### config.mk
export PLATFORM = sky130hd
export DESIGN_NAME = skey_prot_check
export DESIGN_NICKNAME = d
export VERILOG_FILES = /design/src/rtl/skp_pkg.sv /design/src/rtl/skp_low_addr.sv /design/src/rtl/skp_fetch_rule.sv /design/src/rtl/skp_store_rule.sv /design/src/rtl/skey_prot_check.sv
export SDC_FILE = /design/constraint.sdc
export NUM_CORES = 1
export LEC_CHECK = 0
export BUFFER_PORTS_ARGS = -buffer_cell sky130_fd_sc_hd__buf_2
export CAP_MARGIN = 20
export CORE_AREA = 2 2 41 43
export DETAILED_ROUTE_END_ITERATION = 12
export DIE_AREA = 0 0 43 45
export PLACE_DENSITY = 0.8
export SYNTH_ARGS = -nofsm -noshare
export SYNTH_HDL_FRONTEND = slang
export SYNTH_SLANG_ARGS = --single-unit
### constraint.sdc
create_clock -name vclk -period 2
set_clock_uncertainty 0.2 [all_clocks]
set_input_delay 0.1 -clock vclk [all_inputs]
set_output_delay 0.1 -clock vclk [all_outputs]
set_load 0.02 [all_outputs]
### src/rtl/skp_pkg.sv
package skp_pkg;

    typedef enum logic [2:0] {
        RSN_OK        = 3'd0,
        RSN_LOWADDR   = 3'd1,
        RSN_PAGE      = 3'd2,
        RSN_KEYMIS    = 3'd3,
        RSN_FETCHPROT = 3'd4
    } reason_e;

    typedef struct packed {
        logic sovr_en;
        logic fovr_en;
        logic low_en;
    } ctl_t;

    function automatic logic keys_differ(input logic [3:0] a, input logic [3:0] b);
        return a != b;
    endfunction

endpackage

### src/rtl/skp_low_addr.sv
module skp_low_addr #(
    parameter int ADDR_W   = 64,
    parameter int LOW_SPAN = 512,
    parameter int ALT_BASE = 4096
) (
    input  logic [ADDR_W-1:0] addr,
    input  logic              ext_mode,
    input  logic              low_en,
    input  logic              priv,
    input  logic              guest,
    output logic              hit
);
    localparam logic [ADDR_W-1:0] PRI_END = ADDR_W'(LOW_SPAN);
    localparam logic [ADDR_W-1:0] ALT_LO  = ADDR_W'(ALT_BASE);
    localparam logic [ADDR_W-1:0] ALT_END = ADDR_W'(ALT_BASE + LOW_SPAN);

    logic in_pri, in_alt, in_range;

    always_comb begin
        in_pri   = addr < PRI_END;
        in_alt   = (addr >= ALT_LO) && (addr < ALT_END);
        in_range = in_pri | (ext_mode & in_alt);
        hit      = in_range & low_en & ~priv & ~guest;
    end

    always_comb begin
        if (hit) begin
            AST_LOW_NOT_PRIVATE: assert (!priv && !guest);
        end
    end
endmodule

### src/rtl/skp_fetch_rule.sv
module skp_fetch_rule #(
    parameter int ADDR_W     = 64,
    parameter int KEY_W      = 4,
    parameter int FOVR_LIMIT = 2048,
    parameter int OVR_KEY    = 9
) (
    input  logic [ADDR_W-1:0] addr,
    input  logic [KEY_W-1:0]  akey,
    input  logic [KEY_W-1:0]  skey,
    input  logic              fp_bit,
    input  logic              priv,
    input  logic              fovr_en,
    input  logic              sovr_en,
    output logic              blocked
);
    import skp_pkg::*;
    localparam logic [ADDR_W-1:0] FOVR_END = ADDR_W'(FOVR_LIMIT);
    localparam logic [KEY_W-1:0]  KEY9     = KEY_W'(OVR_KEY);

    logic pass_zero, pass_fovr, pass_key9;

    always_comb begin
        pass_zero = akey == '0;
        pass_fovr = fovr_en && !priv && (addr < FOVR_END);
        pass_key9 = sovr_en && (skey == KEY9);
        if (pass_zero || pass_fovr || pass_key9)
            blocked = 1'b0;
        else
            blocked = fp_bit && keys_differ(akey, skey);
    end

    always_comb begin
        if (akey == '0) begin
            AST_FETCH_ZERO_KEY: assert (!blocked);
        end
        if (!fp_bit) begin
            AST_FETCH_NEEDS_FP: assert (!blocked);
        end
    end
endmodule

### src/rtl/skp_store_rule.sv
module skp_store_rule #(
    parameter int KEY_W   = 4,
    parameter int OVR_KEY = 9
) (
    input  logic              low_hit,
    input  logic              page_prot,
    input  logic [KEY_W-1:0]  akey,
    input  logic [KEY_W-1:0]  skey,
    input  logic              sovr_en,
    output logic              blocked,
    output skp_pkg::reason_e  rsn
);
    import skp_pkg::*;
    localparam logic [KEY_W-1:0] KEY9 = KEY_W'(OVR_KEY);

    always_comb begin
        if (low_hit) begin
            blocked = 1'b1;
            rsn     = RSN_LOWADDR;
        end else if (page_prot) begin
            blocked = 1'b1;
            rsn     = RSN_PAGE;
        end else if (akey == '0) begin
            blocked = 1'b0;
            rsn     = RSN_OK;
        end else if (sovr_en && (skey == KEY9)) begin
            blocked = 1'b0;
            rsn     = RSN_OK;
        end else if (keys_differ(akey, skey)) begin
            blocked = 1'b1;
            rsn     = RSN_KEYMIS;
        end else begin
            blocked = 1'b0;
            rsn     = RSN_OK;
        end
    end

    always_comb begin
        if (low_hit) begin
            AST_STORE_LOW_FIRST: assert (rsn == RSN_LOWADDR);
        end
        if (!low_hit && page_prot) begin
            AST_STORE_PAGE_BLOCK: assert (blocked && rsn == RSN_PAGE);
        end
        AST_STORE_NO_FP_CODE: assert (rsn != RSN_FETCHPROT);
    end
endmodule

### src/rtl/skey_prot_check.sv
module skey_prot_check #(
    parameter int ADDR_W     = 64,
    parameter int KEY_W      = 4,
    parameter int LOW_SPAN   = 512,
    parameter int ALT_BASE   = 4096,
    parameter int FOVR_LIMIT = 2048,
    parameter int OVR_KEY    = 9
) (
    input  logic [ADDR_W-1:0] addr,
    input  logic [KEY_W-1:0]  acc_key,
    input  logic [KEY_W-1:0]  stor_key,
    input  logic              fetch_prot,
    input  logic              priv_space,
    input  logic              page_prot,
    input  logic              guest,
    input  logic [2:0]        ctl_en,
    input  logic              ext_mode,
    input  logic              is_store,
    output logic              violation,
    output logic [2:0]        reason
);
    import skp_pkg::*;

    ctl_t    ctl;
    logic    low_hit;
    logic    fe_blk;
    logic    st_blk;
    reason_e st_rsn;
    reason_e sel_rsn;

    assign ctl = ctl_t'(ctl_en);

    skp_low_addr #(
        .ADDR_W(ADDR_W), .LOW_SPAN(LOW_SPAN), .ALT_BASE(ALT_BASE)
    ) u_low (
        .addr(addr), .ext_mode(ext_mode), .low_en(ctl.low_en),
        .priv(priv_space), .guest(guest), .hit(low_hit)
    );

    skp_fetch_rule #(
        .ADDR_W(ADDR_W), .KEY_W(KEY_W), .FOVR_LIMIT(FOVR_LIMIT), .OVR_KEY(OVR_KEY)
    ) u_fetch (
        .addr(addr), .akey(acc_key), .skey(stor_key), .fp_bit(fetch_prot),
        .priv(priv_space), .fovr_en(ctl.fovr_en), .sovr_en(ctl.sovr_en),
        .blocked(fe_blk)
    );

    skp_store_rule #(
        .KEY_W(KEY_W), .OVR_KEY(OVR_KEY)
    ) u_store (
        .low_hit(low_hit), .page_prot(page_prot), .akey(acc_key),
        .skey(stor_key), .sovr_en(ctl.sovr_en), .blocked(st_blk), .rsn(st_rsn)
    );

    always_comb begin
        if (is_store) begin
            violation = st_blk;
            sel_rsn   = st_rsn;
        end else begin
            violation = fe_blk;
            sel_rsn   = fe_blk ? RSN_FETCHPROT : RSN_OK;
        end
        reason = sel_rsn;
    end

    always_comb begin
        AST_FLAG_MATCHES_CODE: assert (violation == (reason != 3'd0));
        if (!is_store) begin
            AST_FETCH_CODE_SET: assert (reason == 3'd0 || reason == 3'd4);
        end
        if (!is_store && acc_key == '0) begin
            AST_TOP_FETCH_ZERO: assert (!violation);
        end
    end
endmodule

==> results.py, run 1 <==
metrics = {
    "final_layout": {
        "nNetsFinal": 201,
        "antennaDiodeCount": 0,
        "clockBufferCount": 0,
        "design.seq.count": 0,
        "drive_gt1_share_pct": 74.6,
        "seq_area_um2": 0,
        "synthToLayoutAreaGrowth_pct": 169,
    },
    "synthesis": {
        "netlist_top_cells_count": "12 x nor4_1, 4 x xnor2_1, 3 x inv_1, 3 x nand3_1, 3 x nand4_1",
        "synth_top_area_share_pct": 26.3,
        "yosysWarnings": 0,
        "synth_most_common_cell": "nor4_1",
        "ys_types": 19,
        "synth_top_cell_by_area": "nor4_1",
        "syn-num-nets": 122,
        "synth.area.top_cells": "nor4_1 26%, xnor2_1 12%, nor4_4 7.5%",
        "ys_seq_area_share_pct": 0,
        "avgSynthCellArea_um2": 6.96,
        "syn_inst": 41,
        "syn_area_um2": 285,
    },
    "global_routing": {
        "use_met3_pct": 0.400,
        "met1_usage_pct": 13.3,
        "grt.overflow.total": 0,
        "grt_pass1_vias": 536,
        "grt_use_met2_pct": 24.8,
        "grt.busiest_layer": "met2",
        "grtUsageTotal_pct": 11.7,
        "grt_max_degree": 5,
        "antenna_found_initial": 0,
        "grt_pass1_wl_um": 1890,
    },
    "sta": {
        "fin_crit_sh_pct": 94.7,
        "period_needed_ps": 1890,
        "hold_slack_ps": 354,
        "slew_viol_final": 0,
        "setup_viol": 0,
        "finalHoldViolations": 0,
        "max_slew_margin_pct": 78.1,
        "tightest_slew_ps": 325,
        "finalSetupTns_ps": 0,
        "rsz0062_at_grt": "false",
        "fmax_mhz": 528,
    },
    "pwr": {
        "powerDensity_nw_per_um2": 170,
        "p_total_uw": 130,
        "power_leakage_nw": 0.396,
        "peakVddDrop_mv": 0.0825,
    },
    "drt": {
        "drcViolationCount": 0,
        "drt-pass1-iter-count": 3,
        "antenna_left": 0,
        "vias_per_cell": 4.87,
        "first_iter_violations": 1,
        "wl_per_cell_um": 10.9,
        "routed-via-count": 652,
        "wl_um": 1460,
    },
    "run": {
        "max-cap-violations": 0,
    },
    "floorplanning": {
        "dieArea_um2": 1940,
        "fp-row-count": 14,
        "io_pins": 85,
        "die_h_um": 45,
        "core-area_um2": 1470,
        "die_w_um": 43,
        "start_util_pct": 19.4,
    },
    "critical_path": {
        "worstPathMaxFanout": 2,
        "cp_top_family": "simple AND/OR/NAND/NOR gates",
        "critPathArrivalTime_ps": 1590,
        "crit_slowest_cell": "nor4_4",
        "worst_setup_path_start_kind": "primary input",
        "worstSetupEndpointType": "primary output",
        "critPathMaxStageDelay_ps": 400,
        "path_buf_inv": 2,
        "path_cells": "buf_2 > nor4_2 > nand3_1 > nor4_4 > a2111oi_4 > a311o_1 > buf_4",
        "required_ps": 1700,
        "critPathKind": "primary input to primary output",
    },
    "run_status": {
        "run_status": "finished clean",
    },
    "place": {
        "dpl.hpwl_um": 1200,
        "place_congestion": 0.685,
        "port_buffers": 76,
    },
    "min_path": {
        "holdCritPathClass": "primary input to primary output",
    },
    "clock_tree": {
        "postCtsSetupBuffers": 0,
    },
}
==> worst paths after layout <==
kind	start	endpoint	cells past startpoint
setup / recovery	addr[11]	violation	7
hold / removal	is_store	reason[2]	3
==> area by class of cell <==
cell class	instances	area, um^2
fillers	154	704
inverters	3	11.3
multi-input cells	38	345
well taps	16	20.0
repair buffers	77	390
==> logic make-up after synthesis <==
kind of cell	share of synthesized area (%)
compound gates	18.9
xor+xnor	12.3
buf+inv	3.95
simple gates	64.9
==> through the flow <==
step / util [%] / setup slack (ps) / instances / instance area, um^2
floorplan: - / 223 / 41 / 285
global placement: 47.1 / 44.6 / 134 / 693
detailed placement: 47.1 / 4.63 / 134 / 693
CTS: 47.1 / 1.47 / 134 / 693
global route: 52.1 / 12.7 / 134 / 767
finish: 52.1 / 106 / 134 / 767
==> cell usage in the layout (no fill, tap or decap), drive strengths merged <==
| cell | synthesis | final |
|---|---|---|
| nor2 | 2 | 2 |
| a41oi | 1 | 1 |
| nand3 | 3 | 3 |
| nor4 | 14 | 14 |
| a2111oi | 1 | 1 |
| a21boi | 2 | 2 |
| nand2 | 2 | 2 |
| a311o | 1 | 1 |
| nor2b | 1 | 1 |
| xnor2 | 4 | 4 |
| a21oi | 1 | 1 |
| or4b | 1 | 1 |
| buf | 0 | 77 |
| and2 | 1 | 1 |
| nor3 | 1 | 1 |
| inv | 3 | 3 |
| nand4 | 3 | 3 |
==> what timing repair did <==
item                                    CTS  global route
endpoints found under the hold margin     0             0
endpoints found under the setup margin    0             3
hold buffers                              0             0
resized for setup                         0            11
==> power breakdown <==
| part | internal (mW) | leakage (nW) | switching, mW |
|---|---|---|---|
| sequential | 0 | 0 | 0 |
| combinational | 0.0747 | 0.396 | 0.0557 |
| clock | 0 | 0 | 0 |
==> per-layer routing <==
metal  routed length (um)  vias up
met1                  497      278
met3                  174        2
li1                     -      326
met5                    0        -
met4                   19        0
met2                  767       46
Power figures use the tool's default switching activity.
==> run 2, diff against run 1 <==
--- a/config.mk
+++ b/config.mk
@@ -7,10 +7,10 @@
 export LEC_CHECK = 0
 export BUFFER_PORTS_ARGS = -buffer_cell sky130_fd_sc_hd__buf_2
 export CAP_MARGIN = 20
-export CORE_AREA = 2 2 41 43
+export CORE_AREA = 2 2 40 42
 export DETAILED_ROUTE_END_ITERATION = 12
-export DIE_AREA = 0 0 43 45
-export PLACE_DENSITY = 0.8
+export DIE_AREA = 0 0 42 44
+export PLACE_DENSITY = 0.84
 export SYNTH_ARGS = -nofsm -noshare
 export SYNTH_HDL_FRONTEND = slang
 export SYNTH_SLANG_ARGS = --single-unit
==> constraint.sdc (replaced) <==
create_clock -name vclk -period 2.19
set_clock_uncertainty 0.2 [all_clocks]
set_input_delay 0.1095 -clock vclk [all_inputs]
set_output_delay 0.1095 -clock vclk [all_outputs]
set_load 0.005 [all_outputs]
==> run 2 against run 1 <==
Net effect: design area decreased by 11%; sequential cell count is the same; non-clock buffer count fell by 1; combinational power fell by 25%; critical path depth unchanged; critical path type unchanged; largest cell class unchanged.
==> results.py, run 2 (synthesized netlist as in run 1, its figures left out) <==
metrics = {
    "run_status": {
        "run_status": "finished clean",
    },
    "pwr": {
        "p_total_uw": 97.8,
        "powerDensity_nw_per_um2": 143,
        "power_leakage_nw": 0.383,
        "peakVddDrop_mv": 0.0635,
    },
    "final_layout": {
        "nNetsFinal": 200,
        "drive_gt1_share_pct": 67.5,
        "synthToLayoutAreaGrowth_pct": 140,
        "final_common_cell": "buf_2",
        "seq_area_um2": 0,
        "fillerInstances": 154,
        "clockBufferCount": 0,
        "antennaDiodeCount": 0,
        "design.seq.count": 0,
        "final_cell_mix": "76 x buf_2, 12 x nor4_1, 4 x xnor2_1",
    },
    "sta": {
        "fmax_mhz": 515,
        "period_needed_ps": 1940,
        "fin_crit_sh_pct": 88.6,
        "setup_viol": 0,
        "slew_viol_final": 0,
        "rsz0062_at_grt": "false",
        "finalHoldViolations": 0,
        "tightest_slew_ps": 320,
        "max_slew_margin_pct": 78.6,
        "finalSetupTns_ps": 0,
    },
    "min_path": {
        "holdCritPathClass": "primary input to primary output",
    },
    "critical_path": {
        "crit_slowest_cell": "nor4_4",
        "cp_common_cell": "buf_2",
        "critPathKind": "primary input to primary output",
        "critPathArrivalTime_ps": 1630,
        "worstPathMaxFanout": 3,
        "cp_top_family": "simple AND/OR/NAND/NOR gates",
        "worst_setup_path_start_kind": "primary input",
        "worstSetupEndpointType": "primary output",
        "path_cells": "buf_2 > nor4_1 > nand4_1 > nor4_4 > a2111oi_2 > a311o_1 > buf_2",
        "critPathMaxStageDelay_ps": 390,
        "required_ps": 1880,
        "path_buf_inv": 2,
    },
    "drt": {
        "antenna_left": 0,
        "wl_per_cell_um": 9.35,
        "vias_per_cell": 4.68,
        "first_iter_violations": 3,
        "wl_um": 1240,
        "drcViolationCount": 0,
        "routed-via-count": 622,
        "drt-pass1-iter-count": 4,
    },
    "place": {
        "place_congestion": 0.667,
        "dpl.hpwl_um": 1210,
        "port_buffers": 76,
    },
    "global_routing": {
        "grt.overflow.total": 0,
        "grt_pass1_wl_um": 2170,
        "grt_pass1_vias": 580,
        "grt_max_degree": 5,
        "grtUsageTotal_pct": 13.9,
        "antenna_found_initial": 0,
    },
    "floorplanning": {
        "start_util_pct": 20.1,
        "core-area_um2": 1420,
        "fp-row-count": 14,
        "die_w_um": 42,
        "die_h_um": 44,
        "dieArea_um2": 1850,
        "io_pins": 85,
    },
    "clock_tree": {
        "cts_hold_buffers": 0,
        "cts.repair.resized": 0,
        "postCtsSetupBuffers": 0,
    },
    "run": {
        "max-cap-violations": 0,
    },
}
==> run 2: cell count changes in the layout (fill, tap and decap cells not counted), sizes merged <==
cell,delta
buf,-1
==> run 2: final cells by class <==
| class | instances | area (um^2) | area share, % |
|---|---|---|---|
| multi-input combinational | 38 | 274 | 40.0 |
| inverter | 3 | 11.3 | 1.64 |
| timing repair buffer | 76 | 380 | 55.5 |
| tap | 16 | 20.0 | 2.92 |
==> run 2: metal layers <==
| layer | up-vias | wire, um | GRT usage [%] |
|---|---|---|---|
| met4 | 0 | 0 | 0.645 |
| li1 | 324 | - | - |
| met1 | 256 | 403 | 15.6 |
| met5 | - | 0 | 0 |
| met2 | 42 | 666 | 28.4 |
| met3 | 0 | 174 | 2.08 |
==> run 2: worst paths after layout <==
check / depth (start not counted) / slack [ps] / endpoint / from
setup / recovery: 7 / 250 / violation / addr[36]
hold / removal: 3 / 310 / reason[2] / is_store
==> run 2: report_power, final <==
| group | switching, mW | total (mW) | internal, mW |
|---|---|---|---|
| clock | 0 | 0 | 0 |
| combinational | 0.0345 | 0.0978 | 0.0633 |
| sequential | 0 | 0 | 0 |
==> run 2: through the flow <==
stage,instance area (um^2),util [%],hold WS (ps),setup slack [ps],cells
3_5_place_dp,686,48.3,310,208,133
6_report,686,48.3,315,249,133
2_1_floorplan,285,-,52.0,543,41
5_1_grt,686,48.3,326,6.73,133
4_1_cts,686,48.3,312,208,133
3_3_place_gp,686,48.3,299,233,133
